## config.mk

```make
export PLATFORM = sky130hd
export DESIGN_NAME = reg_rename
export DESIGN_NICKNAME = d
export VERILOG_FILES = /design/src/rtl/rn_pkg.sv /design/src/rtl/rn_map_table.sv /design/src/rtl/rn_free_list.sv /design/src/rtl/rn_active_list.sv /design/src/rtl/rn_busy_table.sv /design/src/rtl/reg_rename.sv
export SDC_FILE = /design/constraint.sdc
export NUM_CORES = 2
export LEC_CHECK = 0
export BUFFER_PORTS_ARGS = -buffer_cell sky130_fd_sc_hd__clkbuf_2
export CELL_PAD_IN_SITES_DETAIL_PLACEMENT = 0
export CELL_PAD_IN_SITES_GLOBAL_PLACEMENT = 1
export CORE_ASPECT_RATIO = 1.2
export CORE_MARGIN = 10
export CORE_UTILIZATION = 44
export CTS_CLUSTER_DIAMETER = 200
export DETAILED_ROUTE_END_ITERATION = 7
export PLACE_DENSITY_LB_ADDON = 0.1
export SKIP_CTS_REPAIR_TIMING = 1
export SYNTH_ARGS = -nofsm -noshare
export SYNTH_HDL_FRONTEND = slang
export SYNTH_HIERARCHICAL = 1
export SYNTH_SLANG_ARGS = --single-unit
```

## constraint.sdc

```tcl
create_clock -name clk -period 3.8 [get_ports clk]
set_clock_uncertainty 0.1 [all_clocks]
set_input_delay 0.57 -clock clk [delete_from_list [all_inputs] [get_ports clk]]
set_output_delay 0.57 -clock clk [all_outputs]
set_load 0.02 [all_outputs]
```

## src/rtl/rn_pkg.sv

```systemverilog
package rn_pkg;
  localparam int unsigned DEF_NUM_LOG  = 32;
  localparam int unsigned DEF_NUM_PHYS = 64;
  localparam int unsigned DEF_AL_DEPTH = 32;

  function automatic int unsigned ptr_next(input int unsigned p, input int unsigned depth);
    return (p == depth - 1) ? 0 : p + 1;
  endfunction
endpackage

```

## src/rtl/rn_map_table.sv

```systemverilog
module rn_map_table #(
  parameter int unsigned NUM_LOG  = 32,
  parameter int unsigned NUM_PHYS = 64,
  localparam int unsigned LW = $clog2(NUM_LOG),
  localparam int unsigned PW = $clog2(NUM_PHYS)
) (
  input  logic          clk,
  input  logic          rst,
  input  logic [LW-1:0] rd_a_idx,
  input  logic [LW-1:0] rd_b_idx,
  input  logic [LW-1:0] rd_d_idx,
  output logic [PW-1:0] rd_a_tag,
  output logic [PW-1:0] rd_b_tag,
  output logic [PW-1:0] rd_d_tag,
  input  logic          wr_en,
  input  logic [LW-1:0] wr_idx,
  input  logic [PW-1:0] wr_tag
);
  logic [PW-1:0] map_q [NUM_LOG];

  always_ff @(posedge clk) begin
    if (rst) begin
      for (int i = 0; i < NUM_LOG; i++) map_q[i] <= PW'(i);
    end else if (wr_en) begin
      map_q[wr_idx] <= wr_tag;
    end
  end

  assign rd_a_tag = map_q[rd_a_idx];
  assign rd_b_tag = map_q[rd_b_idx];
  assign rd_d_tag = map_q[rd_d_idx];

  assert_map_write_R2: assert property (@(posedge clk) disable iff (rst)
    wr_en |=> map_q[$past(wr_idx)] == $past(wr_tag));
endmodule

```

## src/rtl/rn_free_list.sv

```systemverilog
module rn_free_list #(
  parameter int unsigned NUM_PHYS   = 64,
  parameter int unsigned FIRST_FREE = 32,
  localparam int unsigned DEPTH = NUM_PHYS - FIRST_FREE,
  localparam int unsigned PW    = $clog2(NUM_PHYS),
  localparam int unsigned AW    = (DEPTH > 1) ? $clog2(DEPTH) : 1,
  localparam int unsigned CW    = $clog2(DEPTH + 1)
) (
  input  logic          clk,
  input  logic          rst,
  input  logic          pop,
  output logic [PW-1:0] pop_tag,
  output logic          empty,
  input  logic          push,
  input  logic [PW-1:0] push_tag,
  output logic [CW-1:0] count
);
  logic [PW-1:0] mem_q [DEPTH];
  logic [AW-1:0] head_q, tail_q;
  logic [CW-1:0] cnt_q;

  always_ff @(posedge clk) begin
    if (rst) begin
      for (int i = 0; i < DEPTH; i++) mem_q[i] <= PW'(FIRST_FREE + i);
    end else if (push) begin
      mem_q[tail_q] <= push_tag;
    end
  end

  always_ff @(posedge clk) begin
    if (rst) begin
      head_q <= '0;
      tail_q <= '0;
      cnt_q  <= CW'(DEPTH);
    end else begin
      if (pop)  head_q <= AW'(rn_pkg::ptr_next(int'(head_q), DEPTH));
      if (push) tail_q <= AW'(rn_pkg::ptr_next(int'(tail_q), DEPTH));
      case ({push, pop})
        2'b10:   cnt_q <= cnt_q + 1'b1;
        2'b01:   cnt_q <= cnt_q - 1'b1;
        default: cnt_q <= cnt_q;
      endcase
    end
  end

  assign pop_tag = mem_q[head_q];
  assign empty   = (cnt_q == '0);
  assign count   = cnt_q;

  assert_no_underflow_R3: assert property (@(posedge clk) disable iff (rst)
    pop |-> cnt_q != '0);
  assert_no_overflow_R9: assert property (@(posedge clk) disable iff (rst)
    push |-> (cnt_q != CW'(DEPTH)) || pop);
endmodule

```

## src/rtl/rn_active_list.sv

```systemverilog
module rn_active_list #(
  parameter int unsigned DEPTH = 32,
  parameter int unsigned LW    = 5,
  parameter int unsigned PW    = 6,
  localparam int unsigned IW = $clog2(DEPTH),
  localparam int unsigned CW = $clog2(DEPTH + 1)
) (
  input  logic          clk,
  input  logic          rst,
  input  logic          push,
  input  logic [LW-1:0] push_ldst,
  input  logic [PW-1:0] push_old,
  output logic [IW-1:0] tail_id,
  output logic          full,
  input  logic          wb_en,
  input  logic [IW-1:0] wb_id,
  input  logic          grad_req,
  output logic          grad_ack,
  output logic [LW-1:0] head_ldst,
  output logic [PW-1:0] head_old,
  output logic [CW-1:0] count
);
  logic [LW-1:0]    ldst_mem [DEPTH];
  logic [PW-1:0]    old_mem  [DEPTH];
  logic [DEPTH-1:0] done_q;
  logic [IW-1:0]    head_q, tail_q;
  logic [CW-1:0]    cnt_q;

  always_ff @(posedge clk) begin
    if (push) begin
      ldst_mem[tail_q] <= push_ldst;
      old_mem[tail_q]  <= push_old;
    end
  end

  assign grad_ack = grad_req && (cnt_q != '0) && done_q[head_q];

  always_ff @(posedge clk) begin
    if (rst) begin
      done_q <= '0;
      head_q <= '0;
      tail_q <= '0;
      cnt_q  <= '0;
    end else begin
      if (wb_en)    done_q[wb_id]  <= 1'b1;
      if (push)     done_q[tail_q] <= 1'b0;
      if (push)     tail_q <= IW'(rn_pkg::ptr_next(int'(tail_q), DEPTH));
      if (grad_ack) head_q <= IW'(rn_pkg::ptr_next(int'(head_q), DEPTH));
      case ({push, grad_ack})
        2'b10:   cnt_q <= cnt_q + 1'b1;
        2'b01:   cnt_q <= cnt_q - 1'b1;
        default: cnt_q <= cnt_q;
      endcase
    end
  end

  assign tail_id   = tail_q;
  assign full      = (cnt_q == CW'(DEPTH));
  assign head_ldst = ldst_mem[head_q];
  assign head_old  = old_mem[head_q];
  assign count     = cnt_q;

  assert_push_not_full_R7: assert property (@(posedge clk) disable iff (rst)
    push |-> !full);
  assert_id_advances_R6: assert property (@(posedge clk) disable iff (rst)
    push |=> tail_q == IW'(rn_pkg::ptr_next(int'($past(tail_q)), DEPTH)));
  assert_new_entry_pending_R8: assert property (@(posedge clk) disable iff (rst)
    push |=> !done_q[$past(tail_q)]);
endmodule

```

## src/rtl/rn_busy_table.sv

```systemverilog
module rn_busy_table #(
  parameter int unsigned NUM_PHYS = 64,
  localparam int unsigned PW = $clog2(NUM_PHYS)
) (
  input  logic          clk,
  input  logic          rst,
  input  logic [PW-1:0] rd_a_tag,
  input  logic [PW-1:0] rd_b_tag,
  output logic          rd_a_busy,
  output logic          rd_b_busy,
  input  logic          set_en,
  input  logic [PW-1:0] set_tag,
  input  logic          clr_en,
  input  logic [PW-1:0] clr_tag
);
  logic [NUM_PHYS-1:0] busy_q;

  always_ff @(posedge clk) begin
    if (rst) begin
      busy_q <= '0;
    end else begin
      if (clr_en) busy_q[clr_tag] <= 1'b0;
      if (set_en) busy_q[set_tag] <= 1'b1;
    end
  end

  assign rd_a_busy = busy_q[rd_a_tag] && !(clr_en && clr_tag == rd_a_tag);
  assign rd_b_busy = busy_q[rd_b_tag] && !(clr_en && clr_tag == rd_b_tag);

  assert_new_dst_busy_R4: assert property (@(posedge clk) disable iff (rst)
    set_en |=> busy_q[$past(set_tag)]);
  assert_wb_clears_R5: assert property (@(posedge clk) disable iff (rst)
    (clr_en && !(set_en && set_tag == clr_tag)) |=> !busy_q[$past(clr_tag)]);
endmodule

```

## src/rtl/reg_rename.sv

```systemverilog
module reg_rename #(
  parameter int unsigned NUM_LOG  = rn_pkg::DEF_NUM_LOG,
  parameter int unsigned NUM_PHYS = rn_pkg::DEF_NUM_PHYS,
  parameter int unsigned AL_DEPTH = rn_pkg::DEF_AL_DEPTH,
  localparam int unsigned LW  = $clog2(NUM_LOG),
  localparam int unsigned PW  = $clog2(NUM_PHYS),
  localparam int unsigned IW  = $clog2(AL_DEPTH),
  localparam int unsigned FCW = $clog2(NUM_PHYS - NUM_LOG + 1),
  localparam int unsigned ACW = $clog2(AL_DEPTH + 1)
) (
  input  logic          clk,
  input  logic          rst,
  input  logic          rn_valid_i,
  input  logic [LW-1:0] rn_src_a_i,
  input  logic [LW-1:0] rn_src_b_i,
  input  logic [LW-1:0] rn_dst_i,
  output logic          rn_ready_o,
  output logic          out_valid_o,
  output logic [PW-1:0] out_src_a_tag_o,
  output logic [PW-1:0] out_src_b_tag_o,
  output logic          out_src_a_busy_o,
  output logic          out_src_b_busy_o,
  output logic [PW-1:0] out_dst_tag_o,
  output logic [PW-1:0] out_old_tag_o,
  output logic [IW-1:0] out_id_o,
  input  logic          wb_valid_i,
  input  logic [PW-1:0] wb_tag_i,
  input  logic [IW-1:0] wb_id_i,
  input  logic          grad_req_i,
  output logic          grad_ack_o,
  output logic [LW-1:0] grad_ldst_o,
  output logic [PW-1:0] grad_old_tag_o
);
  logic           fire;
  logic [PW-1:0]  map_a, map_b, map_d;
  logic [PW-1:0]  fl_tag;
  logic           fl_empty;
  logic [FCW-1:0] fl_count;
  logic           al_full;
  logic [IW-1:0]  al_tail;
  logic [ACW-1:0] al_count;
  logic           busy_a, busy_b;

  assign rn_ready_o = !fl_empty && !al_full;
  assign fire       = rn_valid_i && rn_ready_o;

  rn_map_table #(.NUM_LOG(NUM_LOG), .NUM_PHYS(NUM_PHYS)) u_map (
    .clk(clk), .rst(rst),
    .rd_a_idx(rn_src_a_i), .rd_b_idx(rn_src_b_i), .rd_d_idx(rn_dst_i),
    .rd_a_tag(map_a), .rd_b_tag(map_b), .rd_d_tag(map_d),
    .wr_en(fire), .wr_idx(rn_dst_i), .wr_tag(fl_tag)
  );

  rn_free_list #(.NUM_PHYS(NUM_PHYS), .FIRST_FREE(NUM_LOG)) u_free (
    .clk(clk), .rst(rst),
    .pop(fire), .pop_tag(fl_tag), .empty(fl_empty),
    .push(grad_ack_o), .push_tag(grad_old_tag_o), .count(fl_count)
  );

  rn_active_list #(.DEPTH(AL_DEPTH), .LW(LW), .PW(PW)) u_al (
    .clk(clk), .rst(rst),
    .push(fire), .push_ldst(rn_dst_i), .push_old(map_d),
    .tail_id(al_tail), .full(al_full),
    .wb_en(wb_valid_i), .wb_id(wb_id_i),
    .grad_req(grad_req_i), .grad_ack(grad_ack_o),
    .head_ldst(grad_ldst_o), .head_old(grad_old_tag_o), .count(al_count)
  );

  rn_busy_table #(.NUM_PHYS(NUM_PHYS)) u_busy (
    .clk(clk), .rst(rst),
    .rd_a_tag(map_a), .rd_b_tag(map_b),
    .rd_a_busy(busy_a), .rd_b_busy(busy_b),
    .set_en(fire), .set_tag(fl_tag),
    .clr_en(wb_valid_i), .clr_tag(wb_tag_i)
  );

  always_ff @(posedge clk) begin
    if (rst) begin
      out_valid_o      <= 1'b0;
      out_src_a_tag_o  <= '0;
      out_src_b_tag_o  <= '0;
      out_src_a_busy_o <= 1'b0;
      out_src_b_busy_o <= 1'b0;
      out_dst_tag_o    <= '0;
      out_old_tag_o    <= '0;
      out_id_o         <= '0;
    end else begin
      out_valid_o <= fire;
      if (fire) begin
        out_src_a_tag_o  <= map_a;
        out_src_b_tag_o  <= map_b;
        out_src_a_busy_o <= busy_a;
        out_src_b_busy_o <= busy_b;
        out_dst_tag_o    <= fl_tag;
        out_old_tag_o    <= map_d;
        out_id_o         <= al_tail;
      end
    end
  end

  assert_tag_conservation_R9: assert property (@(posedge clk) disable iff (rst)
    int'(fl_count) + int'(al_count) == int'(NUM_PHYS - NUM_LOG));
  assert_out_follows_accept_R11: assert property (@(posedge clk) disable iff (rst)
    !rn_ready_o |=> !out_valid_o);
  assert_new_not_old_R3: assert property (@(posedge clk) disable iff (rst)
    out_valid_o |-> out_dst_tag_o != out_old_tag_o);
endmodule

```

==> metrics.txt <==
met1 track demand over resource in global routing=28.7%; routed wire length per instance=28.6 um; number of buffers inserted during clock tree synthesis=92; Worst Hold Depth=4; buffer type at the clock tree root=sky130_fd_sc_hd__clkbuf_16; Slowest Stage Delay on Critical Path=520 ps; RePlAce Congestion=0.925; Worst-path clk slew=60 ps; worst-case register-to-register setup slack=140 ps; largest fanout on the critical path=15; Most Crowded Layer GR=met2; via total after detailed routing=26.7k; count of final max-slew check failures=0; number of nets in the finished design=3109; total core area=98200 um2; setup_tns=0 ps; antenna viol nets, final=0; launch point of the worst hold path=grad_req_i; wire length of the first global-routing pass=183 mm; number of cell rows=126; overall die area=112000 um2; final worst path period share=99.7%; synth top area cells=sky130_fd_sc_hd__edfxtp_1 (51%), sky130_fd_sc_hd__mux4_2 (16%), sky130_fd_sc_hd__dfxtp_1 (7.8%); Detailed Routing Iterations Pass 1=7; average footprint of a synthesized cell=14.9 um2; standby leakage power=16.0 nW; worst r2r src=u_map/map_q[12][1]; maximum capacitance violations=0; unrepaired setup endpoints after global routing=true; primary flip-flop cell chosen by synthesis mapping=sky130_fd_sc_hd__edfxtp_1; number of sinks driven by the clock tree=906; part of the Yosys area used for sequential elements=58.7%; HPWL after detailed placement=84.9 mm; leading cell type by number of instances after synthesis=sky130_fd_sc_hd__edfxtp_1; transition at the pin with the smallest max-transition slack=945 ps; count of flip-flops with a built-in enable after synthesis=736; clock latency on the worst-skew pair=680 ps; capture instance of the worst register-to-register path=out_src_b_busy_o; FFs w/ async S/R, synth=0%; number of DRC markers after the initial detailed-route iteration=2350; buffers from clock root to sink, at most=3; Synth cell types=70; total number of yosys warnings=6; capturing element type of the critical path=primary output; Initial Utilization=44.3%; Congestion Overflow GR=0; Power Dens Cells=471 nW/um2; Final Total Pwr=23.3 mW; Critical-path top delay cell=sky130_fd_sc_hd__mux4_2; most frequent CP cell=sky130_fd_sc_hd__mux4_2; Worst Reg-to-Reg Cells=11; total nets after synthesis=2970; Post-Synthesis Cell Area=43500 um2; number of antenna violations at the first check in global routing=0; count of port buffers added during placement=75; cells along the critical path=buf_12 > clkbuf_16 > mux4_2 > mux4_2 > mux2_8 > clkbuf_2; number of hold violations in the final report=0; setup slack after placement=-294 ps; synth cell count leaders=sky130_fd_sc_hd__edfxtp_1 (736), sky130_fd_sc_hd__mux4_2 (314), sky130_fd_sc_hd__dfxtp_1 (170); CTS tree=built; register bit count reported by yosys=906; Setup CP Type=flop to primary output; critical path required time=3130 ps; met3 Resource Use GR=2.80%; Max H-tree Level=3; x dimension of the die=307 um; synth-to-layout area growth=13.8%; smallest setup slack after layout=11.3 ps; Die Y-Extent=364 um; gate family responsible for the most delay along the worst path=multiplexers; f_max=264 MHz; GR Util All Layers=22.0%; number of filler instances in the final layout=8264; area share of the largest cell type after synthesis=50.8%; Critical Path Source Type=flop; number of standard cells after synthesis=2919; total I/O pin count=76; critical path data arrival time=3120 ps; via density per instance=6.06; fraction of final layout cells with drive strength greater than 1=27.9%; antenna diode count=0; via count of the first global-routing pass=27.3k; dominant cell type by area after synthesis=sky130_fd_sc_hd__edfxtp_1; pin count of the biggest net entering global routing=70; maximum vdd drop=0.000352 V; DRC errors left=0; type of the worst min-delay path=input pin to flop; final wirelength=126 mm; met2 global-route usage=37.6%; setup violators final=0; count of buffer and inverter cells on the critical path=3; slew margin rel.=36.9%; result of the run=finished clean; clock period minus worst slack=3790 ps
==> logic make-up after synthesis <==
kind of cell    after synthesis  share of synthesized area [%]
simple gates                954                           11.9
mux                         495                           22.0
xor+xnor                     21                          0.423
flops                       906                           58.7
buf+inv                     260                           2.94
compound gates              263                           3.52
fa+ha+maj                    20                          0.576
==> cell type report <==
cell class	count	area, um2	area share (%)
Clock buffer	120	2480	5.01
Timing Repair Buffer	282	2410	4.87
Clock inverter	46	552	1.12
Sequential cell	906	25500	51.6
Tap cell	1280	1600	3.24
Multi-Input combinational cell	1756	16800	34.0
Inverter	20	75.1	0.152
==> how the worst max path moves through the flow <==
| stage | to | slack (ps) | cells past startpoint |
|---|---|---|---|
| finish | grad_old_tag_o[0] | 10 | 6 |
| CTS | grad_old_tag_o[0] | -350 | 5 |
| floorplan | u_free/count[4] | 0.9 | 14 |
| detailed placement | out_src_b_busy_o | -290 | 13 |
| global route | grad_old_tag_o[0] | -70 | 5 |
| global placement | out_src_b_busy_o | -190 | 13 |
==> flip-flops by register name (all words and copies together), names as in the netlist, named ones only <==
| name | flops |
|---|---|
| out_id_o | 5 |
| u_al/head_q | 5 |
| u_busy/busy_q | 64 |
| u_free/count | 6 |
| out_old_tag_o | 6 |
| out_dst_tag_o | 6 |
| u_free/head_q | 5 |
| u_map/map_q | 192 |
| u_al/ldst_mem | 160 |
| out_src_a_busy_o | 1 |
| out_src_a_tag_o | 6 |
| u_free/mem_q | 192 |
| out_valid_o | 1 |
| out_src_b_busy_o | 1 |
| u_al/old_mem | 192 |
| u_al/count | 6 |
| u_al/done_q | 32 |
| out_src_b_tag_o | 6 |
| u_free/tail_q | 5 |
| u_al/tail_id | 5 |
==> cell usage in the layout, fill, tap and decap left out, types with 21 or more instances in the layout <==
cell,n
sky130_fd_sc_hd__and2_1,151
sky130_fd_sc_hd__mux2i_1,107
sky130_fd_sc_hd__or2_2,73
sky130_fd_sc_hd__mux4_1,33
sky130_fd_sc_hd__buf_4,174
sky130_fd_sc_hd__nand2_1,155
sky130_fd_sc_hd__clkbuf_1,21
sky130_fd_sc_hd__nor3_1,82
sky130_fd_sc_hd__mux2_2,32
sky130_fd_sc_hd__nand2b_1,71
sky130_fd_sc_hd__a21oi_1,128
sky130_fd_sc_hd__clkbuf_16,95
sky130_fd_sc_hd__clkbuf_2,70
sky130_fd_sc_hd__nand3_1,23
sky130_fd_sc_hd__mux4_2,315
sky130_fd_sc_hd__o21ai_0,76
sky130_fd_sc_hd__buf_12,28
sky130_fd_sc_hd__nor2_1,151
sky130_fd_sc_hd__edfxtp_1,736
sky130_fd_sc_hd__or3_1,148
sky130_fd_sc_hd__dfxtp_1,165
==> layer usage <==
metal	part of all wire [%]	up-vias	routed length, um
met5	0	-	0
met3	5.7	226	7130
met2	50	972	62900
met4	3.4	0	4330
li1	-	11639	-
met1	41	13898	51600
==> stage by stage <==
step           util (%)  cells  hold WS (ps)  area, um2
4_1_cts            50.0   4389           296      49100
6_report           50.4   4410           323      49500
3_3_place_gp       46.9   4223           359      46100
2_1_floorplan         -   2919           359      43500
5_1_grt            50.4   4410           349      49500
3_5_place_dp       46.9   4223           371      46100
==> power breakdown <==
part	total (mW)	switching, mW	internal (mW)
Clock	9.12	3.88	5.24
Combinational	2.88	1.80	1.08
Sequential	11.3	0.224	11.1
Total	23.3	5.90	17.4
==> worst min-delay path, delay by kind of cell <==
family	cells	cell delay [ps]
compound gates	3	370
buf+inv	1	100
(Power assumes the default switching activity.)
